## config.mk

```make
export PLATFORM = sky130hd
export DESIGN_NAME = rs16_codec
export DESIGN_NICKNAME = d
export VERILOG_FILES = /design/src/rtl/rs16_pkg.sv /design/src/rtl/rs16_lfsr_enc.sv /design/src/rtl/rs16_syn_cell.sv /design/src/rtl/rs16_syndrome.sv /design/src/rtl/rs16_codec.sv
export SDC_FILE = /design/constraint.sdc
export NUM_CORES = 1
export LEC_CHECK = 0
export BUFFER_PORTS_ARGS = -buffer_cell sky130_fd_sc_hd__buf_2
export CORE_ASPECT_RATIO = 1.75
export CORE_UTILIZATION = 50
export DETAILED_ROUTE_END_ITERATION = 10
export GPL_TIMING_DRIVEN = 0
export PLACE_DENSITY = 0.73
export SETUP_SLACK_MARGIN = 0.02
export SYNTH_ARGS = -nofsm -noshare
export SYNTH_HDL_FRONTEND = slang
export SYNTH_SLANG_ARGS = --single-unit
```

## constraint.sdc

```tcl
create_clock -name clk -period 2.3 [get_ports clk]
set_input_delay 0.345 -clock clk [delete_from_list [all_inputs] [get_ports clk]]
set_output_delay 0.345 -clock clk [all_outputs]
set_load 0.005 [all_outputs]
```

## src/rtl/rs16_pkg.sv

```systemverilog
package rs16_pkg;

  localparam int SYM_W = 4;

  // Multiply in GF(16), reducing by x^4 + x + 1.
  function automatic logic [3:0] gf_mul(input logic [3:0] a, input logic [3:0] b);
    logic [3:0] acc;
    logic [3:0] sh;
    acc = '0;
    sh  = a;
    for (int i = 0; i < 4; i++) begin
      if (b[i]) acc = acc ^ sh;
      sh = {sh[2:0], 1'b0} ^ (sh[3] ? 4'h3 : 4'h0);
    end
    return acc;
  endfunction

  function automatic logic [3:0] gf_pow(input int e);
    logic [3:0] r;
    r = 4'h1;
    for (int i = 0; i < e; i++) r = gf_mul(r, 4'h2);
    return r;
  endfunction

  // Generator polynomial with roots alpha^0 .. alpha^(npar-1).
  // Coefficient of x^i is held in bits [4i+3:4i].
  function automatic logic [63:0] gen_poly(input int npar);
    logic [63:0] g;
    logic [3:0]  root;
    g = '0;
    g[3:0] = 4'h1;
    for (int r = 0; r < npar; r++) begin
      root = gf_pow(r);
      for (int i = 15; i >= 1; i--)
        g[i*4 +: 4] = g[(i-1)*4 +: 4] ^ gf_mul(root, g[i*4 +: 4]);
      g[3:0] = gf_mul(root, g[3:0]);
    end
    return g;
  endfunction

  // 16-entry lookup table for multiplication by the constant k.
  function automatic logic [63:0] const_tbl(input logic [3:0] k);
    logic [63:0] t;
    for (int v = 0; v < 16; v++) t[v*4 +: 4] = gf_mul(4'(v), k);
    return t;
  endfunction

endpackage

```

## src/rtl/rs16_lfsr_enc.sv

```systemverilog
module rs16_lfsr_enc import rs16_pkg::*; #(
  parameter int NDATA = 10,
  parameter int NPAR  = 4
) (
  input  logic             clk,
  input  logic             rst_n,
  input  logic             in_valid,
  input  logic [SYM_W-1:0] in_sym,
  output logic             ready,
  output logic             out_valid,
  output logic [SYM_W-1:0] out_sym,
  output logic             out_par
);
  localparam int CNT_MAX = (NDATA > NPAR) ? NDATA : NPAR;
  localparam int CW      = $clog2(CNT_MAX) + 1;
  localparam int RW      = NPAR * SYM_W;
  localparam logic [63:0] GP = gen_poly(NPAR);

  logic [RW-1:0]    rem_q;
  logic [RW-1:0]    rem_feed;
  logic [RW-1:0]    rem_shift;
  logic [RW-1:0]    prod;
  logic [CW-1:0]    cnt_q;
  logic             par_phase_q;
  logic [SYM_W-1:0] top_sym;
  logic [SYM_W-1:0] fb;
  logic             take;
  logic             last_data;
  logic             last_par;

  assign top_sym   = rem_q[RW-1 -: SYM_W];
  assign fb        = in_sym ^ top_sym;
  assign ready     = ~par_phase_q;
  assign take      = in_valid & ready;
  assign last_data = (cnt_q == CW'(NDATA - 1));
  assign last_par  = (cnt_q == CW'(NPAR - 1));

  // One constant-multiplier table per generator coefficient.
  for (genvar k = 0; k < NPAR; k++) begin : g_tap
    localparam logic [63:0] TBL = const_tbl(GP[k*4 +: 4]);
    assign prod[k*SYM_W +: SYM_W] = TBL[{fb, 2'b00} +: 4];
    if (k == 0) begin : g_low
      assign rem_feed[SYM_W-1:0]  = prod[SYM_W-1:0];
      assign rem_shift[SYM_W-1:0] = '0;
    end else begin : g_up
      assign rem_feed[k*SYM_W +: SYM_W]  = rem_q[(k-1)*SYM_W +: SYM_W] ^ prod[k*SYM_W +: SYM_W];
      assign rem_shift[k*SYM_W +: SYM_W] = rem_q[(k-1)*SYM_W +: SYM_W];
    end
  end

  always_ff @(posedge clk) begin
    if (!rst_n) begin
      rem_q       <= '0;
      cnt_q       <= '0;
      par_phase_q <= 1'b0;
      out_valid   <= 1'b0;
      out_sym     <= '0;
      out_par     <= 1'b0;
    end else begin
      out_valid <= 1'b0;
      out_par   <= 1'b0;
      if (!par_phase_q) begin
        if (take) begin
          out_valid <= 1'b1;
          out_sym   <= in_sym;
          rem_q     <= rem_feed;
          if (last_data) begin
            cnt_q       <= '0;
            par_phase_q <= 1'b1;
          end else begin
            cnt_q <= cnt_q + 1'b1;
          end
        end
      end else begin
        out_valid <= 1'b1;
        out_par   <= 1'b1;
        out_sym   <= top_sym;
        rem_q     <= rem_shift;
        if (last_par) begin
          cnt_q       <= '0;
          par_phase_q <= 1'b0;
        end else begin
          cnt_q <= cnt_q + 1'b1;
        end
      end
    end
  end
endmodule

```

## src/rtl/rs16_syn_cell.sv

```systemverilog
module rs16_syn_cell import rs16_pkg::*; #(
  parameter int ROOT_EXP = 0
) (
  input  logic             clk,
  input  logic             rst_n,
  input  logic             step,
  input  logic             first,
  input  logic [SYM_W-1:0] sym,
  output logic [SYM_W-1:0] acc_next
);
  logic [SYM_W-1:0] acc_q;
  logic [SYM_W-1:0] scaled;

  if (ROOT_EXP == 0) begin : g_unity
    assign scaled = acc_q;
  end else begin : g_table
    localparam logic [63:0] TBL = const_tbl(gf_pow(ROOT_EXP));
    assign scaled = TBL[{acc_q, 2'b00} +: 4];
  end

  // Horner step: previous sum times root, plus the incoming symbol.
  assign acc_next = (first ? '0 : scaled) ^ sym;

  always_ff @(posedge clk) begin
    if (!rst_n)    acc_q <= '0;
    else if (step) acc_q <= acc_next;
  end
endmodule

```

## src/rtl/rs16_syndrome.sv

```systemverilog
module rs16_syndrome import rs16_pkg::*; #(
  parameter int NCODE = 14,
  parameter int NPAR  = 4
) (
  input  logic                  clk,
  input  logic                  rst_n,
  input  logic                  in_valid,
  input  logic [SYM_W-1:0]      in_sym,
  output logic                  done,
  output logic [NPAR*SYM_W-1:0] syn,
  output logic                  all_zero
);
  localparam int CW = $clog2(NCODE) + 1;

  logic [CW-1:0]           cnt_q;
  logic                    first;
  logic                    last;
  logic [NPAR*SYM_W-1:0]   nxt;

  assign first = (cnt_q == '0);
  assign last  = (cnt_q == CW'(NCODE - 1));

  for (genvar j = 0; j < NPAR; j++) begin : g_cell
    rs16_syn_cell #(.ROOT_EXP(j)) u_cell (
      .clk      (clk),
      .rst_n    (rst_n),
      .step     (in_valid),
      .first    (first),
      .sym      (in_sym),
      .acc_next (nxt[j*SYM_W +: SYM_W])
    );
  end

  always_ff @(posedge clk) begin
    if (!rst_n) begin
      cnt_q    <= '0;
      done     <= 1'b0;
      syn      <= '0;
      all_zero <= 1'b0;
    end else begin
      done <= 1'b0;
      if (in_valid) begin
        if (last) begin
          cnt_q    <= '0;
          done     <= 1'b1;
          syn      <= nxt;
          all_zero <= (nxt == '0);
        end else begin
          cnt_q <= cnt_q + 1'b1;
        end
      end
    end
  end
endmodule

```

## src/rtl/rs16_codec.sv

```systemverilog
module rs16_codec import rs16_pkg::*; #(
  parameter int NDATA = 10,
  parameter int NPAR  = 4
) (
  input  logic                  clk,
  input  logic                  rst_n,
  input  logic                  enc_valid,
  input  logic [SYM_W-1:0]      enc_sym,
  output logic                  enc_ready,
  output logic                  enc_out_valid,
  output logic [SYM_W-1:0]      enc_out_sym,
  output logic                  enc_out_par,
  input  logic                  syn_valid,
  input  logic [SYM_W-1:0]      syn_sym,
  output logic                  syn_done,
  output logic [NPAR*SYM_W-1:0] syn_vec,
  output logic                  syn_zero
);
  localparam int NCODE = NDATA + NPAR;

  rs16_lfsr_enc #(.NDATA(NDATA), .NPAR(NPAR)) u_enc (
    .clk       (clk),
    .rst_n     (rst_n),
    .in_valid  (enc_valid),
    .in_sym    (enc_sym),
    .ready     (enc_ready),
    .out_valid (enc_out_valid),
    .out_sym   (enc_out_sym),
    .out_par   (enc_out_par)
  );

  rs16_syndrome #(.NCODE(NCODE), .NPAR(NPAR)) u_syn (
    .clk      (clk),
    .rst_n    (rst_n),
    .in_valid (syn_valid),
    .in_sym   (syn_sym),
    .done     (syn_done),
    .syn      (syn_vec),
    .all_zero (syn_zero)
  );
endmodule

```

==> results.tsv <==
stage	metric	value	unit
grt	initial antenna violation count	0	
synthesis	post-synthesis cell type count	52	
synthesis	Yosys top cell by area	dfxtp_1	
setup_path	worst reg2reg path depth	8	
power	clock share of power	38.4	%
synthesis	synthesized netlist cell count	401	
grt	largest net degree at the start of global routing	12	
power	Tot Pwr	3638	uW
setup_path	worst path required time	2.52	ns
clocking	Worst-path clk slew	0.05	ns
power	leakage	0.001909	uW
status	status	finished clean	
clocking	# clock sinks	67	
setup_path	arrival time of the worst setup path	2.33	ns
power	Reg power frac	37.9	%
synthesis	Synth area leaders	dfxtp_1 38%, o211a_1 8.3%, xnor2_1 6.0%, nand2_1 5.6%, xor2_1 3.3%	
synthesis	most used flip-flop cell after synthesis	dfxtp_1	
grt	first-pass GRT wire length	14.20	mm
clocking	Post-CTS Resized	0	
synthesis	part of the Yosys area used for sequential elements	38.33	%
sta	fmax	473.7	MHz
setup_path	worst-path fanout max	10	
sta	final setup violating endpoints	0	
power	Max IR drop VDD	0.5148	mV
synthesis	synthesized cell area	3500	sq um
final_layout	layout cells sized above 1	14.41	%
synthesis	fraction of registers with async set/reset	0	%
floorplanning	DIE HEIGHT	112.7	um
setup_path	R2R setup slack	0.19	ns
setup_path	Setup CP Type	flop to flop	
floorplanning	Die W	65.24	um
job	Max-Cap Viols	0	
grt	overall routing resource usage	25.56	%
clocking	CTS Buf Count	9	
placement	DP HPWL	6.352	mm
floorplanning	Core Area	6807	sq um
sta	Final Hold Viols	0	
synthesis	Synthesized Nets	418	
placement	I/O Buffers	34	
synthesis	Yosys reg bits	67	
setup_path	type of origin of the critical path	flop	
synthesis	post-synth top area share	38.33	%
sta	Max-slew headroom	56.60	%
final_layout	Multi-input gate area	1987	sq um
clocking	Setup Buffers After CTS	0	
power	P_sw	1076	uW
power	Combinational Power Share	23.7	%
power	power density over the cells	891.7	nW/um^2
routing	Via Count	3105	
sta	crit path time final	2.111	ns
routing	DRC	0	
routing	post-route ant nets	0	
placement	global placement routability congestion	0.8473	
clocking	CTS tree	done	
power	sw frac	29.56	%
floorplanning	Top Ports	37	
grt	vias in the first global route	3078	
sta	setup TNS	0	ns
final_layout	Util after Layout	59.94	%
sta	RSZ-0062 raised after global routing	false	
clocking	H-Tree Depth	3	
floorplanning	Row Count	40	
synthesis	Synth Warn #	0	
hold_path	WHS Path Cells	4	
final_layout	fill count	635	
routing	drt total wl	8.697	mm
clocking	Post-CTS Hold Buffers	0	
routing	DRT iter0 DRCs	238	
floorplanning	Starting Density	51.42	%
setup_path	CP endpoint kind	flop	
synthesis	average size of a mapped cell	8.727	sq um
floorplanning	die area	7351	sq um
final_layout	Diodes inserted	0	
sta	Pins Over Slew Limit	0	
sta	pin slew with the least headroom to its limit	0.6510	ns
clocking	root buf cell	clkbuf_16	
final_layout	NumNets Final	463	
hold_path	Min-Delay Path Class	primary input to flop	
final_layout	sequential standard cell area	1341	sq um
clocking	Clk Latency, worst-skew pair	0.33	ns
sta	period utilization	91.79	%
power	internal power	2563	uW
routing	Avg Vias per Cell	5.804	
clocking	Max Root-Sink Buffers	2	
routing	TritonRoute pass-1 iters	4	
final_layout	Area Growth Syn to Fin	16.59	%
grt	remaining global-route overflow	0	
sta	Worst Skew	0.007062	ns
synthesis	Post-synth EDFFs	0	
routing	DR WL/cell	16.26	um
==> worst paths after layout <==
path	end	start
worst min-delay path	u_syn.g_cell[0].u_cell.acc_q[0]	syn_valid
worst max-delay path	u_syn.syn[0]	u_syn.cnt_q[1]
worst min register to register	u_syn.g_cell[2].u_cell.acc_q[1]	u_syn.g_cell[2].u_cell.acc_q[1]
worst max register to register	u_syn.syn[0]	u_syn.cnt_q[1]
==> flip-flops by register name, indices dropped and copies added (netlist names) <==
signal / cells
u_syn.cnt_q: 5
u_syn.done: 1
u_enc.out_valid: 1
u_syn.g_cell.u_cell.acc_q: 16
u_syn.all_zero: 1
u_enc.par_phase_q: 1
u_enc.cnt_q: 5
u_syn.syn: 16
u_enc.rem_q: 16
u_enc.out_sym: 4
u_enc.out_par: 1
==> critical path: stages, from the launching register on <==
cell     delay [ns]
dfxtp_1        0.33
inv_1          0.10
ha_1           0.19
or4b_4         0.51
buf_2          0.22
nand2_1        0.12
xor2_1         0.30
nand2_1        0.10
o211a_1        0.14
==> power by group through the flow <==
| stage | Clock [uW] | Combinational (uW) | Sequential [uW] |
|---|---|---|---|
| 2_1_floorplan | 0 | 682 | 1380 |
| 3_3_place_gp | 0 | 820 | 1400 |
| 3_5_place_dp | 0 | 841 | 1400 |
| 4_1_cts | 1420 | 854 | 1380 |
| 5_1_grt | 1470 | 945 | 1390 |
| 6_report | 1400 | 863 | 1380 |
==> cells in the final DEF, fill, tap and decap left out, types with 3 or more instances in the layout <==
master	instances
nor2_1	26
xnor2_1	24
a21o_1	3
a211oi_1	3
a2bb2oi_1	3
o21ai_0	16
nand3_1	5
xor2_1	13
clkbuf_16	9
a21oi_1	16
xnor2_2	5
o211a_1	29
nor2b_1	8
buf_2	39
and3_1	3
o22ai_1	8
a21boi_0	5
nand4_1	7
nor3_1	9
dfxtp_1	67
clkbuf_1	23
ha_1	5
mux2i_1	5
a32oi_1	5
inv_1	11
nand2b_1	3
nand2_1	52
and2_1	11
==> routing by layer <==
layer	global-route usage [%]	vias up	wire, um
li1	-	1504	-
met1	25.27	1508	3257
met2	46.25	67	4763
met3	4.878	26	280
met4	17.10	0	395
met5	0	-	0
==> logic make-up after synthesis <==
| group | count (synthesis) | synth area share (%) |
|---|---|---|
| xor+xnor | 43 | 12.05 |
| simple gates | 136 | 19.49 |
| fa+ha+maj | 5 | 1.788 |
| buf+inv | 43 | 4.898 |
| compound gates | 102 | 22.02 |
| flops | 67 | 38.33 |
| mux | 5 | 1.430 |
==> cell usage after synthesis, drive strengths merged, types with 7 or more instances <==
master  count
a21oi      16
and2       11
buf         8
clkbuf     22
dfxtp      67
inv        11
nand2      52
nand4       7
nor2       26
nor2b       8
nor3        9
o211a      29
o21ai      17
o22ai       8
xnor2      29
xor2       14
==> final cells by class <==
class,instances,share of cell area (%)
tap,84,2.576
multi-input combinational,291,48.70
buffer,30,3.005
clock buffer,12,6.286
sequential,67,32.87
timing repair buffer,34,4.170
clock inverter,4,1.196
inverter,13,1.196
==> metrics by stage <==
stage                     cell area (sq um)  worst slack [ns]  hold slack, ns  std cells
after floorplan                        3500            0.5841          0.4377        401
after global placement                 3775            0.2449          0.4642        519
after detailed placement               3775            0.2193          0.4689        519
after CTS                              4080            0.1933          0.4016        535
after global routing                   4080           0.08524          0.4241        535
final                                  4080            0.1889          0.4012        535
No activity file was read; power rests on OpenSTA's default activity.
